File: src/rtl/hecc_pkg.sv
package hecc_pkg;

    // Code width for one 512-byte sector
    localparam int HECC_CODE_W = 24;
    // Odd syndrome bits carry the error location
    localparam int HECC_LOC_W  = HECC_CODE_W / 2;
    localparam int HECC_BIT_W  = 3;
    localparam int HECC_ADDR_W = HECC_LOC_W - HECC_BIT_W;
    localparam int HECC_LANE_W = 1 << HECC_BIT_W;
    localparam int HECC_CNT_W  = $clog2(HECC_CODE_W + 1);

    typedef enum logic [1:0] {
        HS_CLEAN  = 2'b00,
        HS_FIXED  = 2'b01,
        HS_UNCORR = 2'b10,
        HS_FAIL   = 2'b11
    } hecc_status_e;

    typedef struct packed {
        hecc_status_e                 status;
        logic [HECC_ADDR_W-1:0]       byte_addr;
        logic [HECC_BIT_W-1:0]        bit_pos;
        logic [HECC_LANE_W-1:0]       flip_mask;
    } hecc_result_t;

    localparam hecc_result_t HECC_RESULT_RST = '{
        status:    HS_CLEAN,
        byte_addr: '0,
        bit_pos:   '0,
        flip_mask: '0
    };

endpackage

File: src/rtl/hecc_syndrome.sv
module hecc_syndrome
    import hecc_pkg::*;
#(
    parameter int CODE_W = HECC_CODE_W,
    parameter int LOC_W  = CODE_W / 2,
    parameter int CNT_W  = $clog2(CODE_W + 1)
) (
    input  logic [CODE_W-1:0] calc_i,
    input  logic [CODE_W-1:0] stored_i,
    output logic [LOC_W-1:0]  odd_o,
    output logic [CNT_W-1:0]  weight_o,
    output logic              zero_o
);

    logic [CODE_W-1:0] syn;

    assign syn = calc_i ^ stored_i;

    // Gather the odd-indexed bits into a packed location word
    for (genvar k = 0; k < LOC_W; k++) begin : g_odd
        assign odd_o[k] = syn[2*k+1];
    end

    always_comb begin
        weight_o = '0;
        for (int i = 0; i < CODE_W; i++) begin
            weight_o = weight_o + CNT_W'(syn[i]);
        end
    end

    assign zero_o = (syn == '0);

endmodule

File: src/rtl/hecc_classify.sv
module hecc_classify
    import hecc_pkg::*;
#(
    parameter int CODE_W = HECC_CODE_W,
    parameter int CNT_W  = $clog2(CODE_W + 1)
) (
    input  logic [CNT_W-1:0] weight_i,
    input  logic             zero_i,
    output hecc_status_e     status_o
);

    localparam logic [CNT_W-1:0] FIX_WEIGHT  = CNT_W'(CODE_W / 2);
    localparam logic [CNT_W-1:0] FAIL_WEIGHT = CNT_W'(CODE_W - 1);

    always_comb begin
        if (zero_i) begin
            status_o = HS_CLEAN;
        end else if (weight_i == FIX_WEIGHT) begin
            status_o = HS_FIXED;
        end else if (weight_i >= FAIL_WEIGHT) begin
            status_o = HS_FAIL;
        end else begin
            status_o = HS_UNCORR;
        end
    end

endmodule

File: src/rtl/hecc_locate.sv
module hecc_locate
    import hecc_pkg::*;
#(
    parameter int LOC_W  = HECC_LOC_W,
    parameter int BIT_W  = HECC_BIT_W,
    parameter int ADDR_W = LOC_W - BIT_W,
    parameter int LANE_W = 1 << BIT_W
) (
    input  logic [LOC_W-1:0]  odd_i,
    input  logic              fix_i,
    output logic [ADDR_W-1:0] byte_addr_o,
    output logic [BIT_W-1:0]  bit_pos_o,
    output logic [LANE_W-1:0] mask_o
);

    // The low location bits select the bit in the byte; the rest select the byte
    assign bit_pos_o   = fix_i ? odd_i[BIT_W-1:0]     : '0;
    assign byte_addr_o = fix_i ? odd_i[LOC_W-1:BIT_W] : '0;

    for (genvar j = 0; j < LANE_W; j++) begin : g_lane
        assign mask_o[j] = fix_i && (odd_i[BIT_W-1:0] == BIT_W'(j));
    end

endmodule

File: src/rtl/hecc_sector_check.sv
module hecc_sector_check
    import hecc_pkg::*;
#(
    parameter int CODE_W = HECC_CODE_W,
    parameter int ADDR_W = HECC_ADDR_W,
    parameter int BIT_W  = HECC_BIT_W,
    parameter int LANE_W = HECC_LANE_W
) (
    input  logic              clk,
    input  logic              rst,
    input  logic              start_i,
    input  logic [CODE_W-1:0] calc_code_i,
    input  logic [CODE_W-1:0] stored_code_i,
    output logic              valid_o,
    output logic [1:0]        status_o,
    output logic [ADDR_W-1:0] byte_addr_o,
    output logic [BIT_W-1:0]  bit_pos_o,
    output logic [LANE_W-1:0] flip_mask_o
);

    localparam int LOC_W = CODE_W / 2;
    localparam int CNT_W = $clog2(CODE_W + 1);
    localparam logic [CNT_W-1:0] FIX_WEIGHT  = CNT_W'(CODE_W / 2);
    localparam logic [CNT_W-1:0] FAIL_WEIGHT = CNT_W'(CODE_W - 1);

    logic [LOC_W-1:0]  odd_bits;
    logic [CNT_W-1:0]  weight;
    logic              syn_zero;
    hecc_status_e      status_d;
    hecc_result_t      res_d;
    hecc_result_t      res_q;
    logic              valid_q;

    hecc_syndrome #(
        .CODE_W (CODE_W),
        .LOC_W  (LOC_W),
        .CNT_W  (CNT_W)
    ) u_syn (
        .calc_i   (calc_code_i),
        .stored_i (stored_code_i),
        .odd_o    (odd_bits),
        .weight_o (weight),
        .zero_o   (syn_zero)
    );

    hecc_classify #(
        .CODE_W (CODE_W),
        .CNT_W  (CNT_W)
    ) u_cls (
        .weight_i (weight),
        .zero_i   (syn_zero),
        .status_o (status_d)
    );

    hecc_locate #(
        .LOC_W  (LOC_W),
        .BIT_W  (BIT_W),
        .ADDR_W (ADDR_W),
        .LANE_W (LANE_W)
    ) u_loc (
        .odd_i       (odd_bits),
        .fix_i       (status_d == HS_FIXED),
        .byte_addr_o (res_d.byte_addr),
        .bit_pos_o   (res_d.bit_pos),
        .mask_o      (res_d.flip_mask)
    );

    assign res_d.status = status_d;

    always_ff @(posedge clk) begin
        if (rst) begin
            res_q   <= HECC_RESULT_RST;
            valid_q <= 1'b0;
        end else begin
            valid_q <= start_i;
            if (start_i) begin
                res_q <= res_d;
            end
        end
    end

    assign valid_o     = valid_q;
    assign status_o    = res_q.status;
    assign byte_addr_o = res_q.byte_addr;
    assign bit_pos_o   = res_q.bit_pos;
    assign flip_mask_o = res_q.flip_mask;


    valid_follow_chk: assert property (@(posedge clk) disable iff (rst)
        start_i |=> valid_o);

    valid_quiet_chk: assert property (@(posedge clk) disable iff (rst)
        !start_i |=> !valid_o);

    clean_status_chk: assert property (@(posedge clk) disable iff (rst)
        (start_i && syn_zero) |=> (status_o == 2'b00));

    fixed_status_chk: assert property (@(posedge clk) disable iff (rst)
        (start_i && weight == FIX_WEIGHT) |=> (status_o == 2'b01));

    fail_status_chk: assert property (@(posedge clk) disable iff (rst)
        (start_i && weight >= FAIL_WEIGHT) |=> (status_o == 2'b11));

    mask_onehot_chk: assert property (@(posedge clk) disable iff (rst)
        (status_o == 2'b01) |-> ($countones(flip_mask_o) == 1 && flip_mask_o[bit_pos_o]));

    loc_zero_chk: assert property (@(posedge clk) disable iff (rst)
        (status_o != 2'b01) |-> (flip_mask_o == '0 && byte_addr_o == '0 && bit_pos_o == '0));

    hold_chk: assert property (@(posedge clk) disable iff (rst)
        !start_i |=> ($stable(status_o) && $stable(byte_addr_o) && $stable(flip_mask_o)));

endmodule

File: config.mk
export PLATFORM = sky130hd
export DESIGN_NAME = hecc_sector_check
export DESIGN_NICKNAME = d
export VERILOG_FILES = /design/src/rtl/hecc_pkg.sv /design/src/rtl/hecc_syndrome.sv /design/src/rtl/hecc_classify.sv /design/src/rtl/hecc_locate.sv /design/src/rtl/hecc_sector_check.sv
export SDC_FILE = /design/constraint.sdc
export NUM_CORES = 1
export LEC_CHECK = 0
export BUFFER_PORTS_ARGS = -buffer_cell sky130_fd_sc_hd__buf_2
export CAP_MARGIN = 20
export CORE_MARGIN = 10
export CORE_UTILIZATION = 40
export DETAILED_ROUTE_END_ITERATION = 10
export PLACE_DENSITY = 0.75
export SLEW_MARGIN = 20
export SYNTH_ARGS = -nofsm -noshare
export SYNTH_HDL_FRONTEND = slang
export SYNTH_HIERARCHICAL = 1
export SYNTH_SLANG_ARGS = --single-unit
File: constraint.sdc
create_clock -name clk -period 18 [get_ports clk]
set_clock_uncertainty 0.2 [all_clocks]
set_input_delay 2.7 -clock clk [delete_from_list [all_inputs] [get_ports clk]]
set_output_delay 2.7 -clock clk [all_outputs]
set_load 0.02 [all_outputs]
==> results.md <==
- Layout area overhead: 21.00%
- Minimum clock period: 8.891 ns
- Final period utilization: 49.40%
- Warnings, synthesis: 6
- Top post-synthesis cells by area: dfxtp_1 24%, fa_1 18%, mux2i_1 12%
- Sequential share of power: 14.2%
- Max_cap viols: 0
- Fill count: 414
- Top-count cell post-synth: inv_1
- Register Area: 460.4 sq um
- Worst setup EP type: register
- Slew headroom: 38.51%
- Critical path arrival: 8.89 ns
- Switching power: 200.7 uW
- CTS tree: done
- Wire per inst: 14.54 microns
- Internal reg-to-reg setup slack: 17.18 ns
- N_diodes: 0
- Worst-Skew Late Latency: 0.26 ns
- Commonest cells post-synth: 24 x inv_1, 23 x dfxtp_1, 23 x nor2_1
- Final core occ: 51.23%
- Ys flop type: dfxtp_1
- Synth area leader: dfxtp_1
- CP most frequent cell: fa_1
- VDD IR max: 132.4 uV
- HP Class: register to register
- Routed vias/inst: 4.788
- Worst hold slack: 0.2875 ns
- Longest Clk Path Bufs: 2
- Internal: 213.4 uW
- Setup violations, final: 0
- Initial DRT Pass Iterations: 4
- PwrDens: 180.6 nW/um^2
- Post-synth EDFFs: 0
- Post-synth top area share: 24.31%
- IO Pins: 74
- Hold-fix buffers, CTS: 0
- Clk sinks: 23
- Sequential-to-total area share from yosys stat: 24.31%
- Startpoint types: primary input
- PostCTS Resize Cnt: 0
- Num rows: 24
- RSZ-0062 raised after global routing: false
- Routability Congestion: 0.8858
- Switching power share of the total: 48.47%
- Nets: 336
- Fmax: 0.1125 GHz
- Yosys reg bits: 23
- Clock Root Buffer: clkbuf_8
- Post-DRT Antenna Nets: 0
- Dpl hpwl: 3825 microns
- First-pass GRT wire length: 7521 microns
- Met1 Track Usage GR: 14.26%
- Die area: 7888 sq um
- Largest net degree at the start of global routing: 24
- Endpoints failing hold: 0
- Yosys cell types: 32
- Htree depth: 1
- Number of global-route vias before repair: 1,658
- Final Non-Filler Cells: 312
- Initial cell density of the core: 42.34%
- Avg Cell Area, Syn: 9.970 sq um
- Syn nets: 265
- Slew Limit Fails: 0
- Drt drc: 0
- Core area: 4474 sq um
- Synth Cell Area: 1894 sq um
- GR Overflow Total: 0
- Critical path required time: 18.00 ns
- CP cell instances: buf_2, xor2_1, inv_1, fa_1, inv_1, fa_1, fa_1, fa_1, inv_1, fa_1, inv_1, ha_1, inv_1, fa_1, xnor2_1, nand4bb_1, a31oi_1, nor2b_1, nor4b_2, mux2i_1, nor2_1
- Crit path buf inv count: 6
- GRT Max-Usage Layer: met2
- Worst slew pin tran: 0.9204 ns
- Top cell family by delay on the critical path: adder cells
- CTS Buf Count: 3
- Placed insts: 308
- Status: finished, final reports clean
- Gr usage total: 11.88%
- Cells after Synth: 190
- Die Span X: 88.82 microns
- Slowest cell on crit path: nor2b_1
- Setup_tns: 0 ns
- Multi-input gate area: 1265 sq um
- Asr flop ratio synth: 0%
- Gate power share: 78.2%
- Power share of the clock group: 7.6%
- Layout cells sized above 1: 30.00%
- Clk pin slew, worst setup/hold paths: 0.08 ns
- Setup CP Type: primary input to register
- Buffers on Ports: 73
- Slowest cell delay on critical path: 0.76 ns
- Vias: 1,494
- Leak: 0.001215 uW
- Iteration-0 DRC count of the detailed router: 55
- WL final: 4536 microns
- Initial antenna violation count: 0
- Maximum fanout along the worst path: 20
- Die Height: 88.82 microns
- M2 GR Usage: 20.48%
- Postcts setup bufs: 0
- Met3 Resource Use GR: 3.125%
[routing by layer]
| metal | up-vias | share of wire (%) |
|---|---|---|
| li1 | 752 | - |
| met1 | 691 | 42 |
| met2 | 49 | 50 |
| met3 | 2 | 7.7 |
| met4 | 0 | 0.37 |
| met5 | - | 0 |
[sequential cells by signal, indices dropped and copies added (netlist names)]
register     flops
bit_pos_o        3
valid_o          1
flip_mask_o      8
byte_addr_o      9
status_o         2
[stage by stage]
step                total power [uW]  instance area, sq um  setup WS (ns)
finish                         414.0                  2292          9.109
global route                   468.5                  2292          8.576
CTS                            414.2                  2292          9.157
detailed placement             380.0                  2246          8.959
global placement               360.0                  2246          9.192
floorplan                      314.1                  1894          10.12
[power groups by stage]
stage / sequential (uW) / combinational (uW) / clock [uW]
after floorplan: 66.2 / 248 / 0
after global placement: 60.0 / 300 / 0
after detailed placement: 60.0 / 320 / 0
after CTS: 58.9 / 322 / 33.2
after global routing: 59.7 / 373 / 35.2
final: 58.9 / 324 / 31.4
[worst register-to-register path: cells and delay by family, from the launching register on]
kind / cells / cell delay, ns
DFF: 1 / 0.33
muxes: 1 / 0.12
and+or+nand+nor: 1 / 0.05
[layout make-up]
class,count,area share [%]
repair buffers,73,15.94
clock buffers,3,1.801
inverters,24,3.930
flip-flops and latches,23,20.09
multi-input cells,136,55.19
well taps,52,2.838
clock inverters,1,0.2183
[kinds of logic (layout without fill, tap and decap cells)]
| logic type | count (synthesis) | after routing | synth area share (%) |
|---|---|---|---|
| multiplexers | 22 | 22 | 11.62 |
| AND/OR/NAND/NOR | 59 | 59 | 18.82 |
| buffers and inverters | 31 | 101 | 8.917 |
| adder cells (fa/ha/maj) | 24 | 24 | 22.59 |
| AO/OA/AOI/OAI | 5 | 5 | 1.717 |
| XOR/XNOR | 26 | 26 | 12.02 |
| flip-flops | 23 | 23 | 24.31 |
[layout by cell type (no fill, tap or decap), types with 2 or more instances in the layout]
cell type | netlist | final
buf_2 | 2 | 73
inv_1 | 24 | 24
nor2_1 | 23 | 23
dfxtp_1 | 23 | 23
mux2i_1 | 22 | 22
xor2_1 | 19 | 19
fa_1 | 17 | 17
and2_1 | 12 | 12
xnor2_1 | 7 | 7
ha_1 | 7 | 7
nor2b_1 | 3 | 3
clkbuf_8 | 1 | 3
nand2_1 | 3 | 3
and4bb_1 | 3 | 3
and4b_1 | 3 | 3
and4_1 | 2 | 2
or4_1 | 2 | 2
nor4_1 | 2 | 2
[worst paths after layout]
check              startpoint              to  cells past startpoint
max          stored_code_i[1]  flip_mask_o[0]                     21
min            flip_mask_o[1]  flip_mask_o[1]                      2
min reg2reg    flip_mask_o[1]  flip_mask_o[1]                      2
max reg2reg    byte_addr_o[4]  byte_addr_o[4]                      2
(Power assumes the default switching activity.)
